==> config.mk <==
export PLATFORM = sky130hd
export DESIGN_NAME = instr_timer
export DESIGN_NICKNAME = d
export VERILOG_FILES = /design/src/rtl/itc_pkg.sv /design/src/rtl/itc_prescaler.sv /design/src/rtl/itc_event_edge.sv /design/src/rtl/instr_timer.sv
export SDC_FILE = /design/constraint.sdc
export NUM_CORES = 1
export LEC_CHECK = 0
export ABC_AREA = 1
export BUFFER_PORTS_ARGS = -buffer_cell sky130_fd_sc_hd__buf_2
export CORE_ASPECT_RATIO = 0.75
export CORE_MARGIN = 10
export CORE_UTILIZATION = 35
export DETAILED_ROUTE_END_ITERATION = 12
export HOLD_SLACK_MARGIN = 0.06
export PLACE_DENSITY = 0.56
export SLEW_MARGIN = 40
export SYNTH_ARGS = -nofsm -noshare
export SYNTH_HDL_FRONTEND = slang
export SYNTH_SLANG_ARGS = --single-unit
export TNS_END_PERCENT = 20
==> constraint.sdc <==
create_clock -name clk -period 3.2 [get_ports clk]
set_input_delay 0.16 -clock clk [delete_from_list [all_inputs] [get_ports clk]]
set_output_delay 0.16 -clock clk [all_outputs]
set_load 0.02 [all_outputs]
==> src/rtl/itc_pkg.sv <==
package itc_pkg;

    typedef enum logic [1:0] {
        MODE_IDLE  = 2'd0,
        MODE_TIMER = 2'd1,
        MODE_EVENT = 2'd2
    } itc_mode_e;

    typedef struct packed {
        itc_mode_e mode;
        logic      flag;
        logic      irq_en;
        logic      irq_pend;
    } itc_ctrl_t;

endpackage

==> src/rtl/itc_prescaler.sv <==
module itc_prescaler #(
    parameter int PRE_W = 5
) (
    input  logic             clk,
    input  logic             rst_n,
    input  logic             clear_i,
    input  logic             advance_i,
    output logic [PRE_W-1:0] pre_o,
    output logic             wrap_o
);
    localparam logic [PRE_W-1:0] PRE_MAX = {PRE_W{1'b1}};

    logic [PRE_W-1:0] pre_d, pre_q;

    always_comb begin
        pre_d  = pre_q;
        wrap_o = 1'b0;
        if (clear_i) begin
            pre_d = '0;
        end else if (advance_i) begin
            pre_d  = pre_q + 1'b1;
            wrap_o = (pre_q == PRE_MAX);
        end
    end

    always_ff @(posedge clk) begin
        if (!rst_n) pre_q <= '0;
        else        pre_q <= pre_d;
    end

    assign pre_o = pre_q;
endmodule

==> src/rtl/itc_event_edge.sv <==
module itc_event_edge #(
    parameter int STAGES = 2
) (
    input  logic clk,
    input  logic rst_n,
    input  logic evt_i,
    output logic fall_o
);
    logic [STAGES-1:0] sync_d, sync_q;
    logic              last_d, last_q;

    generate
        if (STAGES == 1) begin : g_one
            always_comb sync_d = evt_i;
        end else begin : g_chain
            always_comb sync_d = {sync_q[STAGES-2:0], evt_i};
        end
    endgenerate

    always_comb begin
        last_d = sync_q[STAGES-1];
        fall_o = last_q & ~sync_q[STAGES-1];
    end

    always_ff @(posedge clk) begin
        if (!rst_n) begin
            sync_q <= '1;
            last_q <= 1'b1;
        end else begin
            sync_q <= sync_d;
            last_q <= last_d;
        end
    end
endmodule

==> src/rtl/instr_timer.sv <==
module instr_timer #(
    parameter int CNT_W       = 8,
    parameter int PRE_W       = 5,
    parameter int SYNC_STAGES = 2
) (
    input  logic             clk,
    input  logic             rst_n,
    input  logic             retire_i,
    input  logic             skip_i,
    input  logic             start_tmr_i,
    input  logic             start_evt_i,
    input  logic             stop_i,
    input  logic             irq_en_i,
    input  logic             irq_dis_i,
    input  logic             irq_ack_i,
    input  logic             load_i,
    input  logic [CNT_W-1:0] load_val_i,
    input  logic             flag_test_i,
    input  logic             event_i,
    output logic [CNT_W-1:0] count_o,
    output logic             ovf_flag_o,
    output logic             irq_o
);
    import itc_pkg::*;

    localparam logic [CNT_W-1:0] CNT_MAX = {CNT_W{1'b1}};

    itc_ctrl_t        ctrl_d, ctrl_q;
    logic [CNT_W-1:0] count_d, count_q;

    logic             cmd_any;
    logic             suppress;
    logic             pre_adv;
    logic             pre_wrap;
    logic [PRE_W-1:0] pre_q;
    logic             evt_fall;
    logic             cnt_inc;
    logic             rollover;
    itc_mode_e        mode_q;

    assign mode_q = ctrl_q.mode;

    always_comb begin
        cmd_any  = start_tmr_i | start_evt_i | stop_i | irq_en_i | irq_dis_i;
        suppress = skip_i | cmd_any;
        pre_adv  = retire_i & ~suppress & (ctrl_q.mode == MODE_TIMER);
    end

    itc_prescaler #(.PRE_W(PRE_W)) u_pre (
        .clk       (clk),
        .rst_n     (rst_n),
        .clear_i   (start_tmr_i),
        .advance_i (pre_adv),
        .pre_o     (pre_q),
        .wrap_o    (pre_wrap)
    );

    itc_event_edge #(.STAGES(SYNC_STAGES)) u_edge (
        .clk    (clk),
        .rst_n  (rst_n),
        .evt_i  (event_i),
        .fall_o (evt_fall)
    );

    always_comb begin
        ctrl_d  = ctrl_q;
        count_d = count_q;

        cnt_inc  = ((ctrl_q.mode == MODE_TIMER) & pre_wrap)
                 | ((ctrl_q.mode == MODE_EVENT) & evt_fall);
        rollover = cnt_inc & (count_q == CNT_MAX) & ~load_i;

        // count
        if (load_i)       count_d = load_val_i;
        else if (cnt_inc) count_d = count_q + 1'b1;

        // mode: stop over start-timer over start-event
        if (stop_i)           ctrl_d.mode = MODE_IDLE;
        else if (start_tmr_i) ctrl_d.mode = MODE_TIMER;
        else if (start_evt_i) ctrl_d.mode = MODE_EVENT;

        // interrupt enable: disable wins
        if (irq_dis_i)     ctrl_d.irq_en = 1'b0;
        else if (irq_en_i) ctrl_d.irq_en = 1'b1;

        // overflow flag: set beats test-clear
        if (rollover)         ctrl_d.flag = 1'b1;
        else if (flag_test_i) ctrl_d.flag = 1'b0;

        // pending request
        if (rollover & ctrl_q.irq_en & ~irq_dis_i) ctrl_d.irq_pend = 1'b1;
        else if (irq_dis_i | irq_ack_i)             ctrl_d.irq_pend = 1'b0;
    end

    always_ff @(posedge clk) begin
        if (!rst_n) begin
            ctrl_q  <= '{mode: MODE_IDLE, flag: 1'b0, irq_en: 1'b0, irq_pend: 1'b0};
            count_q <= '0;
        end else begin
            ctrl_q  <= ctrl_d;
            count_q <= count_d;
        end
    end

    assign count_o    = count_q;
    assign ovf_flag_o = ctrl_q.flag;
    assign irq_o      = ctrl_q.irq_pend;
endmodule

==> impl_results.md <==
* Static Leak at 0.000616 uW
* Antenna Nets Post-Route at 0
* Hold crit path type: input port to register
* Slew @ Worst Pin at 0.500 ns
* Slowest CP cell: dfxtp_1
* Multi-input logic area at 617 sq um
* Unique masters post-synth at 24
* CTS sink cnt at 21
* Buf/Inv on CP at 1
* 1st-pass router iterations at 4
* Clk Tree Root Cell: clkbuf_8
* Row cnt at 17
* Syn Area/Cell at 7.14 sq um
* Fin Hold WS at 0.0848 ns
* Clk pin slew, worst setup/hold paths at 0.07 ns
* Synthesis-to-finish area growth at 20.6%
* Residual DRC count at 0
* Placed Area at 1310 sq um
* IO Pins at 31
* Grt met3 use at 0.0468
* Met1 Use GR at 0.114
* Fillers at 305
* Die W at 85.4 microns
* Starting density of the core at 0.374
* First-pass GRT wire length at 4620 microns
* Worst-Skew Late Latency at 0.26 ns
* Pwr Density at 383 nW/um^2
* RSZ-0062 raised after global routing: false
* DP HPWL at 2210 microns
* Commonest cells after routing, fill and taps aside: nand2_1 (38), buf_2 (30), dfxtp_1 (21), inv_1 (18), nor2_1 (16)
* Cts bufs inserted at 3
* Die area at 5890 sq um
* Cell area after synthesis at 1120 sq um
* CTS Hold Bufs at 0
* Final net count at 213
* Via count at 1085
* Reg area at 420 sq um
* Post-CTS setup buffers at 0
* Peak Freq at 662 MHz
* Final hold vios at 0
* Final instance area at 1350 sq um
* Via/cell ratio at 4.80
* Total global-route track usage at 0.0936
* Met2 GRT Util at 0.138
* Skew final at 0.00281 ns
* Share of cells above drive strength 1 at 0.234
* Longest Clk Path Bufs at 2
* Ant diodes at 0
* Routed wire length at 2750 microns
* Clock H-tree levels at 1
* CP Cell Sequence: ha_1, inv_1, nor3_1, ha_1, nand3_4, nand3_4, nand2_1, a21oi_1
* Vias in the first global route at 1031
* Crit path capture type: register
* CTS tree: yes
* CP Max Fanout at 10
* Max-cap viol count at 0
* Final setup fails at 0
* Most common cell after layout, fill and taps aside: nand2_1
* Synth Register Bits at 21
* Worst Path Arrival at 1.70 ns
* Port Buffers at 30
* Pin count of the biggest net entering global routing at 16
* Post-CTS Resized at 0
* Tcrit/Tclk final at 0.472
* Worst path max stage delay at 0.36 ns
* Die extent in y at 69.0 microns
* Post-layout util at 0.451
* Peak VDD IR at 0.225 mV
* Status: finished, final reports clean
* Seq/Total Area, Yosys at 0.375
* Gr busiest metal: met2
* Mapped Cells at 157
* DR WL/cell at 12.2 microns
* Core area at 3000 sq um
* Initial antenna violation count at 0
* Slew headroom at 0.667
* Syn nets at 181
* Slew Limit Fails at 0
* Critical path class: register to register
* Routability cong. at 0.803
* Syn. warnings at 0
* Crit path time final at 1.51 ns
* Total Neg Setup Slack at 0 ns
* Total gr overflow at 0
* Worst setup SP type: register
* CP delay by family, top: simple AND/OR/NAND/NOR gates
* DRT iter0 DRCs at 54
* Worst Path Required at 3.39 ns
==> cell type report <==
type	instances	share of cell area
clock buffer	3	0.0305
tap	38	0.0352
multi-input combinational	114	0.456
inverter	19	0.0527
sequential	21	0.311
timing repair buffer	30	0.111
clock inverter	1	0.00370
==> sequential cells by signal, indices dropped and copies added (netlist names) <==
register,count
mode_q,2
irq_o,1
u_pre.pre_o,5
u_edge.sync_q,2
ovf_flag_o,1
u_edge.last_q,1
count_o,8
ctrl_q,1
==> Yosys cell counts (all sizes together) <==
cell type  number  area (sq um)
a21oi          10          50.1
and3            1          6.26
buf             1          5.00
clkbuf          2          7.51
clkinv          1          3.75
dfxtp          21           420
ha              3          37.5
inv            18          67.6
mux2i           1          10.0
nand2          39           149
nand3          13          90.1
nand4          10          68.8
nor2           17          71.3
nor3            3          26.3
nor3b           1          12.5
o21ai          10          50.0
or2             3          18.8
xnor2           3          26.3
==> kinds of logic after synthesis <==
family          Yosys count  share of synthesized area
xor+xnor                  3                     0.0234
fa+ha+maj                 3                     0.0335
mux                       1                    0.00893
simple gates             87                      0.395
flops                    21                      0.375
buf+inv                  22                     0.0748
compound gates           20                     0.0893
==> where the power goes <==
group / internal (uW) / switching (uW)
clock network: 86.6 / 83.5
logic: 27.6 / 41.2
registers: 270 / 8.99
total: 384 / 134
==> through the flow <==
stage,power (uW),std cells,worst slack (ns)
finish,518,226,1.69
global route,550,226,1.50
CTS,528,226,1.66
detailed placement,354,222,1.68
global placement,353,222,1.74
floorplan,326,157,1.80
==> worst paths after layout <==
kind | startpoint | endpoint | slack (ns) | depth (start not counted)
worst max-delay path | u_pre.pre_o[0]$_SDFFE_PP0N_ | count_o[5]$_SDFFE_PN0P_ | 1.69 | 8
worst min-delay path | stop_i | mode_q[1]$_SDFFE_PP0P_ | 0.08 | 2
worst max register to register | u_pre.pre_o[0]$_SDFFE_PP0N_ | count_o[5]$_SDFFE_PN0P_ | 1.69 | 8
worst min register to register | u_edge.sync_q[0]$_SDFF_PN1_ | u_edge.sync_q[1]$_SDFF_PN1_ | 0.43 | 1
==> worst register-to-register path, stage by stage (launching register included) <==
cell,delay (ns)
dfxtp_1,0.36
ha_1,0.18
inv_1,0.05
nor3_1,0.14
ha_1,0.22
nand3_4,0.15
nand3_4,0.14
nand2_1,0.07
a21oi_1,0.13
==> layer usage <==
layer | share of wire | vias up
li1 | - | 579
met1 | 0.48 | 482
met2 | 0.43 | 22
met3 | 0.085 | 2
met4 | 0.0084 | 0
met5 | 0 | -
No activity file was read; power rests on OpenSTA's default activity.
